==> src/rtl/cck_pkg.sv <==
package cck_pkg;
  localparam int unsigned CMD_START_BIT = 31;
  localparam int unsigned CMD_UPD_BIT   = 21;
  localparam int unsigned CMD_WAIT_BIT  = 13;
  localparam int unsigned RAW_LOCK_BIT  = 12;
  localparam int unsigned STAT_BUSY_BIT = 9;

  typedef enum logic [2:0] {
    A_DIV  = 3'd0,
    A_ENA  = 3'd1,
    A_SRC  = 3'd2,
    A_CMD  = 3'd3,
    A_RAW  = 3'd4,
    A_STAT = 3'd5
  } reg_addr_e;
endpackage

==> src/rtl/cck_upd.sv <==
module cck_upd
  import cck_pkg::*;
#(
  parameter int unsigned DATA_W = 32
) (
  input  logic              clk_i,
  input  logic              rst_ni,
  input  logic              cmd_wr_i,
  input  logic [DATA_W-1:0] cmd_data_i,
  input  logic              busy_i,
  output logic              pend_o,
  output logic              wait_o,
  output logic              apply_o,
  output logic              err_set_o
);
  logic pend_q, wait_q, start_req;

  assign start_req = cmd_data_i[CMD_START_BIT] & cmd_data_i[CMD_UPD_BIT];
  assign apply_o   = pend_q & ~(wait_q & busy_i);
  assign err_set_o = cmd_wr_i & pend_q;
  assign pend_o    = pend_q;
  assign wait_o    = wait_q;

  always_ff @(posedge clk_i or negedge rst_ni) begin
    if (!rst_ni) begin
      pend_q <= 1'b0;
      wait_q <= 1'b0;
    end else if (apply_o) begin
      pend_q <= 1'b0;
    end else if (cmd_wr_i && !pend_q && start_req) begin
      pend_q <= 1'b1;
      wait_q <= cmd_data_i[CMD_WAIT_BIT];
    end
  end
endmodule

==> src/rtl/cck_regs.sv <==
module cck_regs
  import cck_pkg::*;
#(
  parameter int unsigned DATA_W = 32,
  parameter int unsigned ADDR_W = 3,
  parameter int unsigned DIV_W  = 8,
  parameter int unsigned SRC_W  = 2
) (
  input  logic              clk_i,
  input  logic              rst_ni,
  input  logic              wr_en_i,
  input  logic [ADDR_W-1:0] wr_addr_i,
  input  logic [DATA_W-1:0] wr_data_i,
  input  logic [ADDR_W-1:0] rd_addr_i,
  input  logic              apply_i,
  input  logic              err_set_i,
  input  logic              pend_i,
  input  logic              busy_i,
  output logic [DIV_W-1:0]  act_div_o,
  output logic              act_en_o,
  output logic [SRC_W-1:0]  act_src_o,
  output logic              lock_o,
  output logic [DATA_W-1:0] rd_data_o
);
  logic [DIV_W-1:0] sh_div_q;
  logic             sh_en_q;
  logic [SRC_W-1:0] sh_src_q;
  logic             lock_q;
  logic             wr_div, wr_ena, wr_src, wr_raw;

  assign wr_div = wr_en_i && (wr_addr_i == ADDR_W'(A_DIV));
  assign wr_ena = wr_en_i && (wr_addr_i == ADDR_W'(A_ENA));
  assign wr_src = wr_en_i && (wr_addr_i == ADDR_W'(A_SRC));
  assign wr_raw = wr_en_i && (wr_addr_i == ADDR_W'(A_RAW));

  // staged copies, written directly by software
  always_ff @(posedge clk_i or negedge rst_ni) begin
    if (!rst_ni) begin
      sh_div_q <= '0;
      sh_en_q  <= 1'b0;
      sh_src_q <= '0;
    end else begin
      if (wr_div) sh_div_q <= wr_data_i[DIV_W-1:0];
      if (wr_ena) sh_en_q  <= wr_data_i[0];
      if (wr_src) sh_src_q <= wr_data_i[SRC_W-1:0];
    end
  end

  // active set, loaded as a whole only on apply
  always_ff @(posedge clk_i or negedge rst_ni) begin
    if (!rst_ni) begin
      act_div_o <= '0;
      act_en_o  <= 1'b0;
      act_src_o <= '0;
    end else if (apply_i) begin
      act_div_o <= sh_div_q;
      act_en_o  <= sh_en_q;
      act_src_o <= sh_src_q;
    end
  end

  // sticky lock error, set wins over clear
  always_ff @(posedge clk_i or negedge rst_ni) begin
    if (!rst_ni)                              lock_q <= 1'b0;
    else if (err_set_i)                       lock_q <= 1'b1;
    else if (wr_raw && wr_data_i[RAW_LOCK_BIT]) lock_q <= 1'b0;
  end
  assign lock_o = lock_q;

  always_comb begin
    rd_data_o = '0;
    case (rd_addr_i)
      ADDR_W'(A_DIV):  rd_data_o[DIV_W-1:0] = sh_div_q;
      ADDR_W'(A_ENA):  rd_data_o[0]         = sh_en_q;
      ADDR_W'(A_SRC):  rd_data_o[SRC_W-1:0] = sh_src_q;
      ADDR_W'(A_CMD):  rd_data_o[CMD_START_BIT] = pend_i;
      ADDR_W'(A_RAW):  rd_data_o[RAW_LOCK_BIT]  = lock_q;
      ADDR_W'(A_STAT): rd_data_o[STAT_BUSY_BIT] = busy_i;
      default:         rd_data_o = '0;
    endcase
  end
endmodule

==> src/rtl/cck_gen.sv <==
module cck_gen #(
  parameter int unsigned DIV_W = 8
) (
  input  logic             clk_i,
  input  logic             rst_ni,
  input  logic [DIV_W-1:0] act_div_i,
  input  logic             act_en_i,
  output logic             div_clk_o,
  output logic             card_clk_o
);
  logic [DIV_W-1:0] cnt_q;
  logic             div_q, byp_q, bypass, tick;

  assign bypass = (act_div_i == '0);
  assign tick   = !bypass && (cnt_q >= act_div_i - DIV_W'(1));

  // a high phase always completes; a new high phase needs enable
  always_ff @(posedge clk_i or negedge rst_ni) begin
    if (!rst_ni) begin
      cnt_q <= '0;
      div_q <= 1'b0;
    end else if (bypass) begin
      cnt_q <= '0;
      div_q <= 1'b0;
    end else if (tick) begin
      cnt_q <= '0;
      div_q <= div_q ? 1'b0 : act_en_i;
    end else begin
      cnt_q <= cnt_q + DIV_W'(1);
    end
  end

  // pass-through gate changes only while the source is low
  always_ff @(negedge clk_i or negedge rst_ni) begin
    if (!rst_ni) byp_q <= 1'b0;
    else         byp_q <= bypass & act_en_i;
  end

  assign div_clk_o  = div_q;
  assign card_clk_o = (clk_i & byp_q) | div_q;
endmodule

==> src/rtl/card_clk_ctrl.sv <==
module card_clk_ctrl
  import cck_pkg::*;
#(
  parameter int unsigned DATA_W = 32,
  parameter int unsigned ADDR_W = 3,
  parameter int unsigned DIV_W  = 8,
  parameter int unsigned SRC_W  = 2
) (
  input  logic              clk_i,
  input  logic              rst_ni,
  input  logic              wr_en_i,
  input  logic [ADDR_W-1:0] wr_addr_i,
  input  logic [DATA_W-1:0] wr_data_i,
  input  logic [ADDR_W-1:0] rd_addr_i,
  output logic [DATA_W-1:0] rd_data_o,
  input  logic              data_busy_i,
  output logic              card_clk_o,
  output logic [SRC_W-1:0]  clk_src_o
);
  logic             cmd_wr, pend, wait_f, apply, err_set, lock, act_en, div_clk;
  logic [DIV_W-1:0] act_div;

  assign cmd_wr = wr_en_i && (wr_addr_i == ADDR_W'(A_CMD));

  cck_upd #(.DATA_W(DATA_W)) u_upd (
    .clk_i     (clk_i),
    .rst_ni    (rst_ni),
    .cmd_wr_i  (cmd_wr),
    .cmd_data_i(wr_data_i),
    .busy_i    (data_busy_i),
    .pend_o    (pend),
    .wait_o    (wait_f),
    .apply_o   (apply),
    .err_set_o (err_set)
  );

  cck_regs #(.DATA_W(DATA_W), .ADDR_W(ADDR_W), .DIV_W(DIV_W), .SRC_W(SRC_W)) u_regs (
    .clk_i     (clk_i),
    .rst_ni    (rst_ni),
    .wr_en_i   (wr_en_i),
    .wr_addr_i (wr_addr_i),
    .wr_data_i (wr_data_i),
    .rd_addr_i (rd_addr_i),
    .apply_i   (apply),
    .err_set_i (err_set),
    .pend_i    (pend),
    .busy_i    (data_busy_i),
    .act_div_o (act_div),
    .act_en_o  (act_en),
    .act_src_o (clk_src_o),
    .lock_o    (lock),
    .rd_data_o (rd_data_o)
  );

  cck_gen #(.DIV_W(DIV_W)) u_gen (
    .clk_i     (clk_i),
    .rst_ni    (rst_ni),
    .act_div_i (act_div),
    .act_en_i  (act_en),
    .div_clk_o (div_clk),
    .card_clk_o(card_clk_o)
  );
endmodule

==> config.mk <==
export PLATFORM = sky130hd
export DESIGN_NAME = card_clk_ctrl
export DESIGN_NICKNAME = d
export VERILOG_FILES = /design/src/rtl/cck_pkg.sv /design/src/rtl/cck_upd.sv /design/src/rtl/cck_regs.sv /design/src/rtl/cck_gen.sv /design/src/rtl/card_clk_ctrl.sv
export SDC_FILE = /design/constraint.sdc
export NUM_CORES = 1
export LEC_CHECK = 0
export CORE_ASPECT_RATIO = 0.7
export CORE_UTILIZATION = 40
export CTS_CLUSTER_DIAMETER = 40
export DETAILED_ROUTE_END_ITERATION = 10
export PLACE_DENSITY = 0.74
export SYNTH_ARGS = -nofsm -noshare
export SYNTH_HDL_FRONTEND = slang
export SYNTH_SLANG_ARGS = --single-unit
export TNS_END_PERCENT = 1
==> constraint.sdc <==
create_clock -name clk_i -period 6.1 [get_ports clk_i]
set_clock_uncertainty 0.05 [all_clocks]
set_input_delay 1.22 -clock clk_i [delete_from_list [all_inputs] [get_ports clk_i]]
set_output_delay 1.22 -clock clk_i [all_outputs]
set_load 0.005 [all_outputs]
==> results.txt <==
The worst path buffer plus inverter count is 1. The combined area of all synthesized cells came out at about 0.0020 mm2. The kind of capture point of the worst setup path is a primary output. In this run the worst path has a maximum fanout of 1. In the final design database the tool counted 280 nets. The required time reported for the critical path endpoint came out at roughly 4.8 ns. The number of nets with antenna violations after routing is 0. For this design the top-level I/O count stands at 77.

The number of synthesized register bits is 35. The instance count of the mapped netlist is around 180. The largest single stage delay on the critical path is 0.51 ns. The leading cell type in the layout, fill and taps excluded is sky130_fd_sc_hd__clkdlybuf4s50_1.

The via count of the routed design came out at roughly 1,400. The transition time at the pin with the least slew margin is slightly below 0.7 ns. The run finished with clean final reports. The number of synthesis warnings is 0.

The total negative slack for setup checks came out at 0 ns. The post-synthesis cell type count came out at 37. The number of resized instances in the post-cts repair step is 0. The count of endpoints failing hold in the final timing report is 0. The number of stages on the worst setup path is 2. From synthesis to final layout, the design area changed by 25.1%. The overall track demand over capacity in global routing is about 16%. The number of antenna cells inserted is 0. The number of antenna violations at the first check in global routing came out at 0. The share of post-route cells with drive strength above 1 is 17.5%. Max-cap violations in this run came to 0. Setup repair after global routing left no endpoint under its margin. The headroom to the max-slew limit is 54.5%. The number of global-route vias before repair was between 1,000 and 1,500. The clock edge transition at the registers on the reported setup and hold paths came out at 0.07 ns. The first global-routing pass estimated slightly above 6000 um of wire. Data on the critical path arrives at its endpoint at between 4 and 5 ns. After clock tree synthesis, the flow added hold-fix buffers numbering 0. Setup violations remaining at the end of the flow were counted as 0. The row count is 21. The die footprint came out at approximately 0.0053 mm2. Dividing the detail-routed wire length by the instance count gives around 13 um. Of the total power, the clock network draws slightly above 30%. The worst hold path belongs to the class register to register. The average footprint of a synthesized cell is 11.0 um2. The weighted congestion reported at the end of routability-driven placement is 0.743.

The total routed wirelength is 3800 um. The instance area after placement is roughly 0.0024 mm2. The core area is between 0.004 and 0.005 mm2. The clock latency of the later-clocked register in the worst-skew pair came out at 0.40 ns. The placed wire-length estimate after detailed placement came out at approximately 2900 um. The number of cell instances on the worst register-to-register path came out at 3. STA classifies the critical path startpoint as a register. The filler cell count in the final layout came out at roughly 440.

Grouping stages by cell kind, the critical path spends the most delay in buffers and inverters. The floorplan step set the die height to ~60 um. The internal power component is about 0.00059 W.

Net switching is about a third of the power. The worst setup path is of the register to primary output kind. From left edge to right edge, the die measures ~87 um. TritonCTS built the clock tree. The count of cells along the worst hold path is 2. The critical path goes through a21o_1 -> clkdlybuf4s50_1. After routing the design area is 0.00253 mm2.

The relative contribution of combinational cells to total power came out at approximately 31%. The total iterations of the first detailed-routing run came out at 4. Buffers placed on the I/O ports in this run total 35. The first-iteration detailed-routing DRC count is 33. The part of the power in registers is between 30% and 40%. For this design the ratio of total power to cell area is ~350 mW/mm2.

For this run the aggregate overflow at the end of global routing stands at 0. The residual DRC count came out at 0. For this design the static power due to leakage is between 1 and 1.5 nW. For this configuration, the core starts out at a cell density of 42.0%.

The part of the Yosys area used for sequential elements is 43.3%. The pin count of the biggest net entering global routing is 35. The max-slew violation count came out at 0. The number of post-CTS setup repair buffers is 0.

Summed over all nets, the switching power comes to 0.000280 W. In the layout the commonest cells are 35 x sky130_fd_sc_hd__clkdlybuf4s50_1, 34 x sky130_fd_sc_hd__dfrtp_1, 21 x sky130_fd_sc_hd__conb_1. The per-cell via count in the routed design is about 4.8. The worst-case IR drop observed on VDD is between 150 and 200 uV.

For this design, the slowest cell found on the critical path is sky130_fd_sc_hd__clkdlybuf4s50_1.
==> power groups by stage <==
stage	sequential (W)	combinational [W]	clock [W]
2_1_floorplan	0.000323	0.000212	0.00000337
3_3_place_gp	0.000335	0.000260	0.00000956
3_5_place_dp	0.000338	0.000273	0.00000955
4_1_cts	0.000334	0.000274	0.000280
5_1_grt	0.000343	0.000303	0.000293
6_report	0.000334	0.000269	0.000271
==> sequential cells by signal, summed over array words and instances (netlist names) <==
name              count
u_gen.byp_q           1
u_gen.cnt_q           8
u_gen.div_clk_o       1
u_regs.act_div_o      8
u_regs.act_en_o       1
u_regs.act_src_o      2
u_regs.lock_o         1
u_regs.sh_div_q       8
u_regs.sh_en_q        1
u_regs.sh_src_q       2
u_upd.pend_o          1
u_upd.wait_o          1
==> through the flow <==
stage                     cells  total power [W]  utilization [%]  worst slack [ns]  hold WS [ns]
after floorplan             204         0.000539                -              1.31         0.395
after global placement      287         0.000605             49.4             0.842         0.434
after detailed placement    287         0.000621             49.4             0.835         0.449
after CTS                   298         0.000888             52.6             0.282         0.462
after global routing        298         0.000939             52.6             0.264         0.499
final                       298         0.000874             52.6             0.341         0.462
==> cell usage after synthesis (all sizes together) <==
| cell type | instances | area (um2) |
|---|---|---|
| nor3 | 7 | 46.3 |
| o21ai | 5 | 28.8 |
| ha | 10 | 125 |
| nand2b | 3 | 26.3 |
| nand4b | 1 | 8.76 |
| inv | 7 | 26.3 |
| a21o | 1 | 7.51 |
| o31ai | 1 | 7.51 |
| xnor2 | 4 | 35.0 |
| mux2 | 20 | 225 |
| conb | 1 | 3.75 |
| xor2 | 8 | 70.1 |
| a21boi | 1 | 11.3 |
| o211ai | 1 | 21.3 |
| mux2i | 3 | 30.0 |
| nand3 | 6 | 30.0 |
| a21oi | 2 | 10.0 |
| a211o | 1 | 8.76 |
| and2 | 6 | 37.5 |
| a31oi | 1 | 6.26 |
| a2111oi | 1 | 27.5 |
| nor2 | 15 | 56.3 |
| nor4 | 1 | 12.5 |
| o21a | 1 | 7.51 |
| buf | 22 | 165 |
| nand3b | 2 | 15.0 |
| and4 | 1 | 8.76 |
| and3 | 2 | 12.5 |
| nand2 | 12 | 45.0 |
| and4b | 1 | 10.0 |
| a31o | 1 | 8.76 |
| dfrtp | 34 | 851 |
| dfrtn | 1 | 25.0 |
| nor4bb | 1 | 10.0 |
==> worst paths after layout <==
kind / end / slack, ns / startpoint
max in group asynchronous: u_gen.byp_q / 1.98 / rst_ni
worst max-delay path: card_clk_o / 0.34 / u_gen.byp_q
worst max register to register: u_gen.byp_q / 1.79 / u_regs.act_div_o[3]
worst min-delay path: u_regs.act_div_o[0] / 0.46 / u_regs.sh_div_q[0]
worst min register to register: u_regs.act_div_o[0] / 0.46 / u_regs.sh_div_q[0]
min in group asynchronous: u_regs.sh_div_q[7] / 1.26 / rst_ni
==> routing by layer <==
layer | global-route usage, % | share of wire, % | routed length (um)
met1 | 21.6 | 50 | 1890
met2 | 22.3 | 42 | 1610
met3 | 6.30 | 5.4 | 205
met4 | 9.76 | 2.4 | 90
met5 | 0 | 0 | 0
==> layout make-up <==
class / instances / area, um2 / share of cell area [%]
clock buffers: 9 / 120 / 4.75
well taps: 69 / 86.3 / 3.41
multi-input cells: 140 / 1030 / 40.7
flip-flops and latches: 35 / 876 / 34.6
repair buffers: 35 / 348 / 13.8
clock inverters: 3 / 43.8 / 1.73
inverters: 7 / 26.3 / 1.04
==> tightest hold or removal path, cell delays in order, from the launching register on <==
cell,delay [ns]
sky130_fd_sc_hd__dfrtp_1,0.36
sky130_fd_sc_hd__nand2_1,0.05
sky130_fd_sc_hd__o21ai_0,0.06
==> logic make-up (layout without fill, tap and decap cells) <==
family / Yosys count / in the layout / share of synthesized area (%)
AO/OA/AOI/OAI: 16 / 16 / 7.18
XOR/XNOR: 12 / 12 / 5.20
adder cells (fa/ha/maj): 10 / 10 / 6.19
buffers and inverters: 29 / 54 / 9.47
flip-flops: 35 / 35 / 43.3
multiplexers: 23 / 23 / 12.6
other: 1 / 21 / 0.186
AND/OR/NAND/NOR: 58 / 58 / 15.8
No activity file was read; power rests on OpenSTA's default activity.
